### src/rtl/ddrw_pkg.sv
package ddrw_pkg;

  // Sequencer phases. The order of the phases is the order on the pins.
  typedef enum logic [1:0] {
    ST_IDLE = 2'd0,
    ST_CMD  = 2'd1,
    ST_DATA = 2'd2,
    ST_POST = 2'd3
  } ddrw_state_e;

  // Width of the data-pair counter: the longest burst (8 beats) has 4 pairs.
  localparam int unsigned PAIR_W = 2;
  localparam int unsigned WIDE_W = 16;

  // log2 of the burst length for a configuration code (0 and 2 both give 4).
  function automatic logic [1:0] blen_lg(input logic [1:0] code);
    case (code)
      2'd1:    return 2'd1;
      2'd3:    return 2'd3;
      default: return 2'd2;
    endcase
  endfunction

  // Index of the last data pair for a given log2 burst length.
  function automatic logic [PAIR_W-1:0] last_pair(input logic [1:0] lg);
    logic [2:0] pairs;
    pairs = 3'd1 << (lg - 2'd1);
    return PAIR_W'(pairs - 3'd1);
  endfunction

  // Column of beat 'beat' in a sequential burst that wraps inside the
  // aligned block of 2**lg columns.
  function automatic logic [WIDE_W-1:0] wrap_col(input logic [WIDE_W-1:0] start,
                                                 input logic [WIDE_W-1:0] beat,
                                                 input logic [1:0]        lg);
    logic [WIDE_W-1:0] msk;
    msk = (WIDE_W'(1) << lg) - WIDE_W'(1);
    return (start & ~msk) | ((start + beat) & msk);
  endfunction

endpackage

### src/rtl/ddrw_ctrl.sv
module ddrw_ctrl
  import ddrw_pkg::*;
#(
  parameter int unsigned COL_W = 8,
  parameter int unsigned BA_W  = 2
) (
  input  logic              clk,
  input  logic              rst_n,
  input  logic [1:0]        cfg_blen,
  input  logic              req_valid,
  output logic              req_ready,
  input  logic [BA_W-1:0]   req_bank,
  input  logic [COL_W-1:0]  req_col,
  output ddrw_state_e       state,
  output logic [BA_W-1:0]   bank_q,
  output logic [COL_W-1:0]  col_q,
  output logic              wd_take,
  output logic [COL_W-1:0]  wd_col
);

  ddrw_state_e       state_q;
  logic [PAIR_W-1:0] pair_q;
  logic [1:0]        lg_q;

  // Named internal events for the assertions.
  logic              accept;
  logic              pair_is_last;
  logic [WIDE_W-1:0] fetch_beat;

  assign req_ready    = (state_q == ST_IDLE);
  assign accept       = req_valid && req_ready;
  assign pair_is_last = (pair_q == last_pair(lg_q));
  assign state        = state_q;

  always_ff @(posedge clk) begin
    if (!rst_n) begin
      state_q <= ST_IDLE;
      pair_q  <= '0;
      lg_q    <= 2'd2;
      bank_q  <= '0;
      col_q   <= '0;
    end else begin
      case (state_q)
        ST_IDLE: begin
          if (accept) begin
            state_q <= ST_CMD;
            lg_q    <= blen_lg(cfg_blen);
            bank_q  <= req_bank;
            col_q   <= req_col;
          end
        end
        ST_CMD: begin
          state_q <= ST_DATA;
          pair_q  <= '0;
        end
        ST_DATA: begin
          if (pair_is_last) state_q <= ST_POST;
          else              pair_q  <= pair_q + PAIR_W'(1);
        end
        default: state_q <= ST_IDLE;
      endcase
    end
  end

  // Data is pulled one clock ahead: in the command cycle for pair 0 and in
  // data cycle k for pair k+1.
  assign wd_take    = (state_q == ST_CMD) || ((state_q == ST_DATA) && !pair_is_last);
  assign fetch_beat = (state_q == ST_CMD) ? '0
                    : ((WIDE_W'(pair_q) + WIDE_W'(1)) << 1);
  assign wd_col     = COL_W'(wrap_col(WIDE_W'(col_q), fetch_beat, lg_q));

  // a command cycle is always preceded by an accepting edge.
  a_r2_cmd_after_accept: assert property (@(posedge clk) disable iff (!rst_n)
    (state_q == ST_CMD) |-> $past(accept));

  // the pair counter never passes the burst's last pair.
  a_r3_pair_bound: assert property (@(posedge clk) disable iff (!rst_n)
    (state_q == ST_DATA) |-> (pair_q <= last_pair(lg_q)));

  // the last data cycle is followed by the postamble.
  a_r8_post_after_last: assert property (@(posedge clk) disable iff (!rst_n)
    (state_q == ST_DATA && pair_is_last) |=> (state_q == ST_POST));

  // ready only comes back after the postamble.
  a_r9_ready_after_post: assert property (@(posedge clk) disable iff (!rst_n)
    $rose(req_ready) |-> ($past(state_q) == ST_POST));

endmodule

### src/rtl/ddrw_cmd_enc.sv
module ddrw_cmd_enc
  import ddrw_pkg::*;
#(
  parameter int unsigned COL_W  = 8,
  parameter int unsigned BA_W   = 2,
  parameter int unsigned ADDR_W = 12
) (
  input  logic              clk,
  input  logic              rst_n,
  input  ddrw_state_e       state,
  input  logic [BA_W-1:0]   bank_q,
  input  logic [COL_W-1:0]  col_q,
  output logic              ddr_cs_n,
  output logic              ddr_ras_n,
  output logic              ddr_cas_n,
  output logic              ddr_we_n,
  output logic [BA_W-1:0]   ddr_ba,
  output logic [ADDR_W-1:0] ddr_addr
);

  logic is_write;

  assign is_write  = (state == ST_CMD);

  // Chip stays selected; only the write cycle pulls CAS and WE low.
  assign ddr_cs_n  = 1'b0;
  assign ddr_ras_n = 1'b1;
  assign ddr_cas_n = !is_write;
  assign ddr_we_n  = !is_write;
  assign ddr_ba    = is_write ? bank_q : '0;
  assign ddr_addr  = is_write ? ADDR_W'(col_q) : '0;

  // a write command lasts exactly one cycle.
  a_r2_single_write: assert property (@(posedge clk) disable iff (!rst_n)
    !ddr_cas_n |=> ddr_cas_n);

endmodule

### src/rtl/ddrw_data_path.sv
module ddrw_data_path
  import ddrw_pkg::*;
#(
  parameter int unsigned DQ_W = 32,
  parameter int unsigned DM_W = 4
) (
  input  logic            clk,
  input  logic            rst_n,
  input  ddrw_state_e     state,
  input  logic            wd_take,
  input  logic [DQ_W-1:0] wd_rise,
  input  logic [DQ_W-1:0] wd_fall,
  input  logic [DM_W-1:0] wm_rise,
  input  logic [DM_W-1:0] wm_fall,
  output logic            dqs_oe,
  output logic            dqs_rise,
  output logic            dqs_fall,
  output logic            dq_oe,
  output logic [DQ_W-1:0] dq_rise,
  output logic [DQ_W-1:0] dq_fall,
  output logic [DM_W-1:0] dm_rise,
  output logic [DM_W-1:0] dm_fall
);

  logic [DQ_W-1:0] dr_q, df_q;
  logic [DM_W-1:0] mr_q, mf_q;

  // Words only enter the pair registers in a take cycle.
  always_ff @(posedge clk) begin
    if (!rst_n) begin
      dr_q <= '0;
      df_q <= '0;
      mr_q <= '0;
      mf_q <= '0;
    end else if (wd_take) begin
      dr_q <= wd_rise;
      df_q <= wd_fall;
      mr_q <= wm_rise;
      mf_q <= wm_fall;
    end
  end

  // Strobe phases: preamble and postamble hold it low, and each data clock
  // gives one high-then-low pulse.
  assign dqs_oe   = (state != ST_IDLE);
  assign dqs_rise = (state == ST_DATA);
  assign dqs_fall = 1'b0;
  assign dq_oe    = (state == ST_DATA);
  assign dq_rise  = dr_q;
  assign dq_fall  = df_q;
  assign dm_rise  = mr_q;
  assign dm_fall  = mf_q;

  // every data cycle was loaded by a take in the cycle before.
  a_r6_data_loaded: assert property (@(posedge clk) disable iff (!rst_n)
    dq_oe |-> $past(wd_take));

  // data stops with the strobe still enabled and low (postamble).
  a_r10_data_stops_in_post: assert property (@(posedge clk) disable iff (!rst_n)
    $fell(dq_oe) |-> (dqs_oe && !dqs_rise));

endmodule

### src/rtl/ddrw_burst_seq.sv
module ddrw_burst_seq
  import ddrw_pkg::*;
#(
  parameter  int unsigned DQ_W   = 32,
  parameter  int unsigned COL_W  = 8,
  parameter  int unsigned ADDR_W = 12,
  parameter  int unsigned BA_W   = 2,
  localparam int unsigned DM_W   = DQ_W / 8
) (
  input  logic              clk,
  input  logic              rst_n,
  input  logic [1:0]        cfg_blen,
  input  logic              req_valid,
  output logic              req_ready,
  input  logic [BA_W-1:0]   req_bank,
  input  logic [COL_W-1:0]  req_col,
  output logic              wd_take,
  output logic [COL_W-1:0]  wd_col,
  input  logic [DQ_W-1:0]   wd_rise,
  input  logic [DQ_W-1:0]   wd_fall,
  input  logic [DM_W-1:0]   wm_rise,
  input  logic [DM_W-1:0]   wm_fall,
  output logic              ddr_cs_n,
  output logic              ddr_ras_n,
  output logic              ddr_cas_n,
  output logic              ddr_we_n,
  output logic [BA_W-1:0]   ddr_ba,
  output logic [ADDR_W-1:0] ddr_addr,
  output logic              dqs_oe,
  output logic              dqs_rise,
  output logic              dqs_fall,
  output logic              dq_oe,
  output logic [DQ_W-1:0]   dq_rise,
  output logic [DQ_W-1:0]   dq_fall,
  output logic [DM_W-1:0]   dm_rise,
  output logic [DM_W-1:0]   dm_fall
);

  ddrw_state_e      state;
  logic [BA_W-1:0]  bank_q;
  logic [COL_W-1:0] col_q;

  ddrw_ctrl #(.COL_W(COL_W), .BA_W(BA_W)) i_ctrl (
    .clk       (clk),
    .rst_n     (rst_n),
    .cfg_blen  (cfg_blen),
    .req_valid (req_valid),
    .req_ready (req_ready),
    .req_bank  (req_bank),
    .req_col   (req_col),
    .state     (state),
    .bank_q    (bank_q),
    .col_q     (col_q),
    .wd_take   (wd_take),
    .wd_col    (wd_col)
  );

  ddrw_cmd_enc #(.COL_W(COL_W), .BA_W(BA_W), .ADDR_W(ADDR_W)) i_cmd (
    .clk       (clk),
    .rst_n     (rst_n),
    .state     (state),
    .bank_q    (bank_q),
    .col_q     (col_q),
    .ddr_cs_n  (ddr_cs_n),
    .ddr_ras_n (ddr_ras_n),
    .ddr_cas_n (ddr_cas_n),
    .ddr_we_n  (ddr_we_n),
    .ddr_ba    (ddr_ba),
    .ddr_addr  (ddr_addr)
  );

  ddrw_data_path #(.DQ_W(DQ_W), .DM_W(DM_W)) i_data (
    .clk      (clk),
    .rst_n    (rst_n),
    .state    (state),
    .wd_take  (wd_take),
    .wd_rise  (wd_rise),
    .wd_fall  (wd_fall),
    .wm_rise  (wm_rise),
    .wm_fall  (wm_fall),
    .dqs_oe   (dqs_oe),
    .dqs_rise (dqs_rise),
    .dqs_fall (dqs_fall),
    .dq_oe    (dq_oe),
    .dq_rise  (dq_rise),
    .dq_fall  (dq_fall),
    .dm_rise  (dm_rise),
    .dm_fall  (dm_fall)
  );

  // the write command cycle carries the strobe preamble and no data.
  a_r4_preamble_with_cmd: assert property (@(posedge clk) disable iff (!rst_n)
    !ddr_cas_n |-> (dqs_oe && !dqs_rise && !dq_oe));

  // a take is always followed by a data cycle.
  a_r6_take_then_data: assert property (@(posedge clk) disable iff (!rst_n)
    wd_take |=> dq_oe);

  // no request is taken while the strobe is busy.
  a_r9_ready_idle_only: assert property (@(posedge clk) disable iff (!rst_n)
    req_ready |-> !dqs_oe);

endmodule

### config.mk
export PLATFORM = sky130hd
export DESIGN_NAME = ddrw_burst_seq
export DESIGN_NICKNAME = d
export VERILOG_FILES = /design/src/rtl/ddrw_pkg.sv /design/src/rtl/ddrw_ctrl.sv /design/src/rtl/ddrw_cmd_enc.sv /design/src/rtl/ddrw_data_path.sv /design/src/rtl/ddrw_burst_seq.sv
export SDC_FILE = /design/constraint.sdc
export NUM_CORES = 1
export LEC_CHECK = 0
export BUFFER_PORTS_ARGS = -buffer_cell sky130_fd_sc_hd__buf_4
export CELL_PAD_IN_SITES_DETAIL_PLACEMENT = 2
export CELL_PAD_IN_SITES_GLOBAL_PLACEMENT = 2
export CORE_MARGIN = 5
export CORE_UTILIZATION = 24
export DETAILED_ROUTE_END_ITERATION = 16
export HOLD_SLACK_MARGIN = 0.06
export MAX_ROUTING_LAYER = met4
export PLACE_DENSITY = 0.89
export SLEW_MARGIN = 20
export SYNTH_ARGS = -nofsm -noshare
export SYNTH_HDL_FRONTEND = slang
export SYNTH_SLANG_ARGS = --single-unit
### constraint.sdc
create_clock -name clk -period 3.3 [get_ports clk]
set_input_delay 0.165 -clock clk [delete_from_list [all_inputs] [get_ports clk]]
set_output_delay 0.165 -clock clk [all_outputs]
set_load 0.01 [all_outputs]
==> results of run 1 <==
-- power by group --
part / leakage, nW / internal [mW] / switching, mW / total, mW
clock network: 0.151 / 0.687 / 0.444 / 1.13
registers: 0.720 / 1.39 / 0.217 / 1.61
logic: 1.58 / 0.893 / 1.30 / 2.20
-- worst max-delay path: stages (launching register included) --
cell and delay, ns:
dfxtp_1 0.34, inv_1 0.12, ha_1 0.36, inv_1 0.15
nand2_1 0.14, inv_1 0.06, ha_1 0.27, nand3_1 0.08
a2111oi_2 0.46, nand3_1 0.15, xnor2_1 0.17, buf_4 0.14
-- cell type report --
| cell class | count | share of cell area |
|---|---|---|
| Multi-Input combinational cell | 331 | 0.323 |
| Inverter | 15 | 0.00986 |
| Tap cell | 216 | 0.0473 |
| Sequential cell | 88 | 0.309 |
| Timing Repair Buffer | 192 | 0.253 |
| Clock inverter | 6 | 0.0160 |
| Clock buffer | 10 | 0.0419 |
-- cells by family after synthesis --
kind of cell / after synthesis
other: 2
AO/OA/AOI/OAI: 170
XOR/XNOR: 7
AND/OR/NAND/NOR: 127
adder cells (fa/ha/maj): 19
buffers and inverters: 69
multiplexers: 1
flip-flops: 88
-- state kept, by name (all words and copies together), names as in the netlist --
signal	count
i_ctrl.bank_q	2
i_ctrl.lg_q	2
i_data.dm_fall	4
i_ctrl.col_q	8
i_data.dq_rise	32
i_data.dm_rise	4
i_data.dq_fall	32
i_ctrl.pair_q	2
i_ctrl.state	2
-- stage by stage --
| stage | instance area (um^2) | utilization | instances |
|---|---|---|---|
| floorplan | 3890 | - | 488 |
| global placement | 5360 | 0.338 | 841 |
| detailed placement | 5360 | 0.338 | 841 |
| CTS | 5700 | 0.359 | 858 |
| global route | 5710 | 0.359 | 858 |
| finish | 5710 | 0.359 | 858 |
-- timing repair --
action / in CTS / in global routing
gates resized for setup: 1 / 1
setup endpoints to repair: 1 / 1
hold buffers: 1 / 0
hold endpoints to repair: 1 / 0
-- worst max-delay path by stage --
| stage | startpoint | end | slack, ns | cells after the start |
|---|---|---|---|---|
| finish | i_ctrl.state[1]$_SDFFE_PN0P_ | wd_col[6] | 0.35 | 11 |
| global route | i_ctrl.state[1]$_SDFFE_PN0P_ | wd_col[6] | 0.12 | 11 |
| CTS | i_ctrl.state[1]$_SDFFE_PN0P_ | wd_col[6] | 0.09 | 11 |
| detailed placement | i_ctrl.state[1]$_SDFFE_PN0P_ | wd_col[6] | 0.29 | 11 |
| global placement | i_ctrl.state[1]$_SDFFE_PN0P_ | wd_col[6] | 0.58 | 11 |
| floorplan | i_ctrl.state[1]$_SDFFE_PN0P_ | wd_col[5] | 0.83 | 12 |
-- routing by layer --
metal | wire length, um | up-vias | GRT usage
met4 | 150 | 0 | 0.0405
met5 | 0 | - | -
met2 | 8730 | 110 | 0.320
li1 | - | 1956 | -
met1 | 6140 | 2069 | 0.187
met3 | 982 | 14 | 0.0511
-- cell usage in the layout, fill, tap and decap left out, types with 2 or more instances in the layout --
master / count
a21oi_1: 87
and2_1: 10
buf_4: 191
bufinv_16: 2
clkbuf_16: 9
clkinvlp_4: 3
conb_1: 7
dfxtp_1: 88
ha_1: 17
inv_1: 13
inv_2: 2
nand2_1: 27
nand3_1: 76
nor2_1: 8
nor2b_1: 2
nor3b_1: 2
o21ai_0: 75
o21ai_1: 3
xnor2_1: 3
xor2_1: 4
==> results.md, run 1 <==
Clocking:
- TritonCTS built the clock tree.
- The clock transition at the registers of the reported paths is 0.07 ns.
- The buffer count from post-CTS setup fixing is 0.
- The insertion delay to the later sink of the worst-skew pair is 0.34 ns.
- The CTS H-tree depth is 3.
- The root buffer cell is clkbuf_16.
- The number of buffers between clock root and the deepest sink is 2.
- The total CTS buffers is 9.
- The TritonCTS sink count is 88.

Worst hold path:
- The worst-case hold path end point is i_ctrl.col_q[7]$_SDFFE_PN0P_.
- The source of the worst hold timing path is req_col[7].
- The path class of the tightest hold or removal check is primary input to flip-flop.
- The number of instances on the worst hold path is 3.

Cells and area:
- The layout filler cell count is 1865.
- The area growth from synthesis to layout is 47.4%.
- The multi-input gate area in the final layout is about 1800 um^2.
- The number of inserted diodes is 0.
- The number of nets at the end of the flow is approximately 740.
- Of the cells placed in the final design, the portion with a size suffix greater than 1 is 0.333.
- In the final layout, flip-flops and latches occupy 1760 um^2.

Yosys:
- For this run, the leading register cell type out of synthesis is dfxtp_1.
- The total of warnings raised by yosys is 0.
- Counting distinct cell types in the post-synthesis netlist gives 27.
- The flop and latch count out of synthesis is a little under 90.
- The commonest cells after synthesis are dfxtp_1 (88), a21oi_1 (87), nand3_1 (76), o21ai_0 (76), clkbuf_1 (33).
- A synthesized cell averages approximately 8 um^2.
- The simple-gate share of the synthesized area is 0.159.
- The number of cells produced by synthesis is 483.
- The share of synthesized area spent on multiplexers is 0.00291.
- The portion of synthesized cell area occupied by the leading cell type is 0.455.
- The number of flops mapped to enable cells by yosys is 0.
- Yosys instantiated no cell more often than dfxtp_1.
- In this run the cell area of the synthesized design comes to around 3900 um^2.
- Of all flip-flops after synthesis, the portion carrying an async set or reset was 0.
- The dominant combinational cell family by area after synthesis is compound AO/OA/AOI/OAI gates.
- The complex-gate fraction of the synthesized area is 0.224.
- Of the total synthesized cell area, the portion taken by full adders, half adders and majority gates is 0.0633.
- The share of the synthesized netlist area taken by xor and xnor gates is 0.0158.
- Sorting the synthesized cells by area gives the leading types as dfxtp_1 (45%), a21oi_1 (11%), nand3_1 (9.8%).
- dfxtp_1 takes more of the synthesized area than any other cell.
- The share of synthesized area occupied by flip-flops and latches is 0.455.

Global route:
- For this run the aggregate overflow at the end of global routing stands at 0.
- The via count of the first global-routing pass came to about 4700.
- For this run, the total global-route usage over all layers was measured as 0.175.
- The first global-routing pass estimated between 20 and 30 mm of wire.
- The number of antenna violations at the first check in global routing was 0.
- The largest net degree at the start of global routing is 74.

Floorplanning:
- The width of the chip is 137 um.
- Measured along the y axis, the die boundary spans 137 um.
- Row generation in the floorplan step produced 46 rows.
- The die outline area is about 19000 um^2.
- The count of boundary I/O pins is 191.
- For this configuration, the core starts out at a cell density of 0.244.
- In this run the standard cell core region covers ~16000 um^2.

STA:
- The worst-case headroom to the max-slew limit is 0.451.
- Counting I/O delays and the setup requirement, the final critical path takes 2.95 ns.
- The final-report max-slew violation count was 0.
- Setup repair after global routing left no endpoint under its margin.
- The transition at the pin with the smallest max-transition slack is between 0.8 and 0.9 ns.
- Based on the critical path, the design can be clocked at up to 339 MHz.
- The count of final hold-check violations came to 0.
- The share of the clock period used by the worst path after layout is 0.894.
- The clock skew after layout is around 0.006 ns.
- The final setup violation count is 0.
- The tightest hold path in the finished design has a slack of about 0.083 ns.
- For the final routed database, the setup TNS stands at 0 ns.
- Setup slack on the critical path of the routed design comes to 0.350 ns.

Setup path:
- The reg2reg setup slack is 0.56 ns.
- The critical path endpoint category is an output pin.
- The critical path launch point type is a flip-flop.
- The reg-to-reg critical path endpoint is i_data.dq_fall[11]$_SDFFE_PN0P_.
- STA puts the critical path data arrival time at 2.78 ns.
- The largest fanout on the critical path is 11.
- Measured in cells, the most critical reg-to-reg path has a length of 7.
- The worst setup path is of the flip-flop to output pin kind.
- The startpoint identified for the worst register-to-register timing path is i_ctrl.lg_q[0]$_SDFFE_PN0P_.
- Data on the critical path is required at its endpoint by ~3.1 ns.

Place:
- At the end of routability-driven placement, the weighted congestion stood at 0.833.
- The placed wire-length estimate after detailed placement is 11.8 mm.
- Input and output buffers added on the ports amount to 183.
- At the placement stage, the worst setup path has a slack of between 0.2 and 0.3 ns.

Power:
- Overall power consumption after layout is estimated at around 4.9 mW.
- The leakage power figure is 2.45 nW.
- IR analysis of the VDD net gives a maximum drop of 308 uV.
- Dividing total power by cell area gives a power density of 865 nW/um^2.

Drt:
- In the routed design, unresolved DRC markers number 0.
- For this block, the via count after detailed routing is just over 4000.
- The average wire length per cell after detail routing is 18.7 um.
- Wires add up to 16.0 mm.
- The remaining number of nets flagged by the antenna check after routing is 0.
- After the first detailed-routing iteration, the DRC count stood at 122.
- The detailed-router iteration count before antenna repair is 4.
- The via-per-instance ratio is ~4.8.

Outcome:
- The run finished with clean final reports.

Job:
- Across the run, the number of max-cap violations was 0.
No activity file was read; power rests on OpenSTA's default activity.
==> run 2, diff against run 1 <==
Settings changed: ABC_AREA from default to 1, CORE_UTILIZATION 24 to 25, PLACE_DENSITY 0.89 to 0.91.
==> results.md, run 2 <==
Setup path:
- The delay of the slowest cell on the worst path was 0.40 ns (was 0.46 ns).
- The critical setup path kind is flip-flop to output pin (unchanged).
- The category of cells accounting for the largest share of critical-path delay was adder cells (unchanged).
- The critical path endpoint category is an output pin (unchanged).
- The critical path launch point type is a flip-flop (unchanged).
- The cell repeated most along the worst path is inv_1 (unchanged).
- The data arrival time of the critical path came to 2.76 ns (was 2.78 ns).
- The count of buffer and inverter cells on the critical path is 4 (unchanged).
- Cell breakdown of the critical path: inv_1 > ha_1 > inv_1 > nand2_1 > fa_1 > inv_1 > nand2_1 > a21oi_1 > nand3_1 > xnor2_1 > buf_4 (was inv_1 > ha_1 > inv_1 > nand2_1 > inv_1 > ha_1 > nand3_1 > a2111oi_2 > nand3_1 > xnor2_1 > buf_4).
- The largest fanout on the critical path is 12 (was 11).
- The required arrival time at the worst endpoint is 3.13 ns (about the same).
- The master of the slowest instance on the critical path is fa_1 (was a2111oi_2).

STA:
- The transition at the pin with the smallest max-transition slack is 0.593 ns (was 0.823 ns).
- The share of the clock period used by the worst path after layout is 0.885 (was 0.894).
- The total negative setup slack was 0 ns (unchanged).
- The final-report max-slew violation count is 0 (unchanged).
- The count of final hold-check violations is 0 (unchanged).
- The final worst hold slack is 0.0540 ns (was 0.0828 ns).
- The final setup violation count is 0 (unchanged).
- The highest clock rate is 342 MHz (was 339 MHz).
- The final critical delay including setup and external delays is 2.92 ns (was 2.95 ns).
- Setup repair after global routing missed its margin: no (unchanged).
- The worst-case headroom to the max-slew limit is 0.604 (was 0.451).
- The clock skew after layout is 0.0113 ns (was 0.00587 ns).

Clocking:
- The number of buffers between clock root and the deepest sink was 2 (unchanged).
- The insertion delay to the later sink of the worst-skew pair was 0.34 ns (about the same).
- The total CTS buffers is 9 (unchanged).
- The clock tree from TritonCTS is built (unchanged).
- The root buffer cell is clkbuf_16 (unchanged).
- The clock transition at the registers of the reported paths is 0.07 ns (about the same).
- The CTS H-tree depth is 3 (unchanged).
- The number of buffers inserted by hold repair at cts was 65 (was 1).
- The TritonCTS sink count is 88 (unchanged).
- The buffer count from post-CTS setup fixing is 0 (unchanged).
- The number of resized instances in the post-cts repair step is 0 (was 1).

Power:
- The worst ir drop on vdd is 378 uV (was 308 uV).
- The sequential power share is 0.276 (was 0.326).
- The internal power component is 3.85 mW (was 2.97 mW).
- The cell area power density came to 964 nW/um^2 (was 865 nW/um^2).
- The net switching fraction of the power is 0.413 (was 0.398).
- The combinational share of power came to 0.545 (was 0.445).
- The total net switching power is 2.71 mW (was 1.96 mW).
- The share of total power in the clock network came to 0.179 (was 0.229).
- The leakage power figure is 3.41 nW (was 2.45 nW).
- The total power after layout is 6.56 mW (was 4.94 mW).

Yosys:
- The number of distinct standard cells referenced by the synthesized netlist is 27 (unchanged).
- The flop and latch count out of synthesis is 88 (unchanged).
- The async set-reset flop share out of synthesis is 0 (unchanged).
- The portion of synthesized cell area occupied by the leading cell type is 0.406 (was 0.455).
- The total of warnings raised by yosys is 0 (unchanged).
- Synth top area cells: dfxtp_1 (41%), nand3b_1 (13%), nand2_1 (9.6%) (was dfxtp_1 (45%), a21oi_1 (11%), nand3_1 (9.8%)).
- The post-synthesis instance area is 4340 um^2 (was 3870 um^2).
- The most frequent cell after synthesis is nand2_1 (was dfxtp_1).
- Most frequent cells after synthesis: nand2_1 (111), nor2_1 (92), dfxtp_1 (88) (was dfxtp_1 (88), a21oi_1 (87), nand3_1 (76), o21ai_0 (76), clkbuf_1 (33)).
- The average instance area after synthesis is 7.38 um^2 (was 8.02 um^2).
- The most area-hungry cell type in the Yosys netlist is dfxtp_1 (unchanged).
- The share of synthesized area occupied by flip-flops and latches is 0.406 (was 0.455).
- The number of cells produced by synthesis was 588 (was 483).
- The number of flops mapped to enable cells by yosys is 0 (unchanged).
- The dominant synthesized flop cell was dfxtp_1 (unchanged).

Floorplanning:
- The die outline area is 20100 um^2 (was 18800 um^2).
- The floorplan core area is 17200 um^2 (was 15900 um^2).
- The width of the chip is 142 um (was 137 um).
- The number of cell rows is 48 (was 46).
- The starting density of the core came to 0.253 (was 0.244).
- The count of boundary I/O pins is 191 (unchanged).
- The die height is 142 um (was 137 um).

Global route:
- The largest net degree at the start of global routing is 71 (was 74).
- The aggregate global routing overflow came to 0 (unchanged).
- The global-route wire length before repair is 28.2 mm (was 25.2 mm).
- The number of antenna violations at the first check in global routing is 1 (was 0).
- The via count of the first global-routing pass is 5246 (was 4718).
- The total routing resource utilization after global routing is 0.182 (was 0.175).

Cells and area:
- The share of final-layout standard cells stronger than drive strength 1 came to 0.258 (was 0.333).
- The layout filler cell count is 2007 (was 1865).
- The commonest non-fill, non-tap cell in the layout is buf_4 (unchanged).
- The area growth from synthesis to layout is 56.8% (was 47.4%).
- Most frequent cells in the layout: buf_4 (186), nand2_1 (111), nor2_1 (92) (was buf_4 (191), dfxtp_1 (88), a21oi_1 (87)).
- The non-filler instance count after layout is 1036 (was 858).
- The number of nets at the end of the flow is 911 (was 743).

Drt:
- The DRC violation count after routing is 0 (unchanged).
- The via-per-instance ratio is 4.60 (was 4.84).
- The number of violations reported at the end of detailed-routing iteration 0 came to 157 (was 122).
- The detailed-router iteration count before antenna repair was 4 (unchanged).
- The average wire length per cell after detail routing was 17.5 um (was 18.7 um).
- The wire length reported by the detailed router is 18.1 mm (was 16.0 mm).
- The remaining number of nets flagged by the antenna check after routing came to 0 (unchanged).
- The vias after detailed routing was 4769 (was 4149).

Job:
- The reported max-cap violation count came to 0 (unchanged).

Worst hold path:
- The path category of the worst min-delay check is primary input to flip-flop (unchanged).

Outcome:
- Status: finished, final reports clean (unchanged).

Place:
- The placed wire-length estimate after detailed placement came to 10.8 mm (was 11.8 mm).
- The final weighted congestion of routability-driven global placement is 0.726 (was 0.833).
- The instance count after placement with tap cells included came to 954 (was 841).
- The count of input and output buffers is 183 (unchanged).
-- run 2: per-layer routing --
layer | GRT usage | vias up | part of all wire
met1 | 0.193 | 2330 | 0.38
li1 | - | 2309 | -
met4 | 0.0545 | 0 | 0.018
met3 | 0.0421 | 21 | 0.047
met2 | 0.334 | 109 | 0.55
met5 | - | - | 0
-- run 2: logic make-up after synthesis --
kind of cell	Yosys count	share of synthesized area
flip-flops	88	0.406
buffers and inverters	92	0.0989
other	2	0.00173
AND/OR/NAND/NOR	288	0.319
adder cells (fa/ha/maj)	19	0.0565
XOR/XNOR	3	0.00605
multiplexers	1	0.00259
AO/OA/AOI/OAI	95	0.110
-- run 2: metrics by stage --
stage	instance area, um^2	util	worst slack, ns
floorplan	4360	-	1.21
global placement	5820	0.339	0.973
detailed placement	5820	0.339	0.719
CTS	6800	0.396	0.336
global route	6800	0.396	0.123
finish	6800	0.396	0.379
-- run 2: layout make-up --
| class | instances | area, um^2 | area share |
|---|---|---|---|
| flip-flops and latches | 88 | 1760 | 0.259 |
| inverters | 39 | 149 | 0.0219 |
| multi-input cells | 413 | 2170 | 0.319 |
| well taps | 225 | 282 | 0.0414 |
| repair buffers | 254 | 2110 | 0.310 |
| clock inverters | 2 | 60.1 | 0.00883 |
| diodes | 1 | 2.50 | 0.000368 |
| clock buffers | 14 | 274 | 0.0403 |
-- run 2: worst register-to-register path, delay by kind of cell (launching register included) --
| family | cells | cell delay, ns |
|---|---|---|
| flip-flops | 1 | 0.45 |
| adder cells (fa/ha/maj) | 1 | 0.33 |
| buffers and inverters | 3 | 0.50 |
| AND/OR/NAND/NOR | 7 | 0.99 |
-- run 2: power by group through the flow --
stage / registers (mW) / clock network (mW) / logic, mW
after floorplan: 1.97 / 0 / 1.90
after global routing: 1.88 / 1.27 / 3.95
after global placement: 1.78 / 0 / 3.33
after detailed placement: 1.81 / 0 / 3.45
after CTS: 1.80 / 1.21 / 3.54
final: 1.81 / 1.17 / 3.57
-- run 2: worst paths after layout --
kind,startpoint,endpoint,slack [ns],depth (start not counted)
hold reg to reg,i_ctrl.bank_q[1]$_SDFFE_PN0P_,i_ctrl.bank_q[1]$_SDFFE_PN0P_,0.49,2
setup reg to reg,i_ctrl.lg_q[0]$_SDFFE_PN0P_,i_data.dq_rise[19]$_SDFFE_PN0P_,0.91,11
hold / removal,wm_fall[0],i_data.dm_fall[0]$_SDFFE_PN0P_,0.05,3
setup / recovery,i_ctrl.state[1]$_SDFFE_PN0P_,wd_col[5],0.38,11
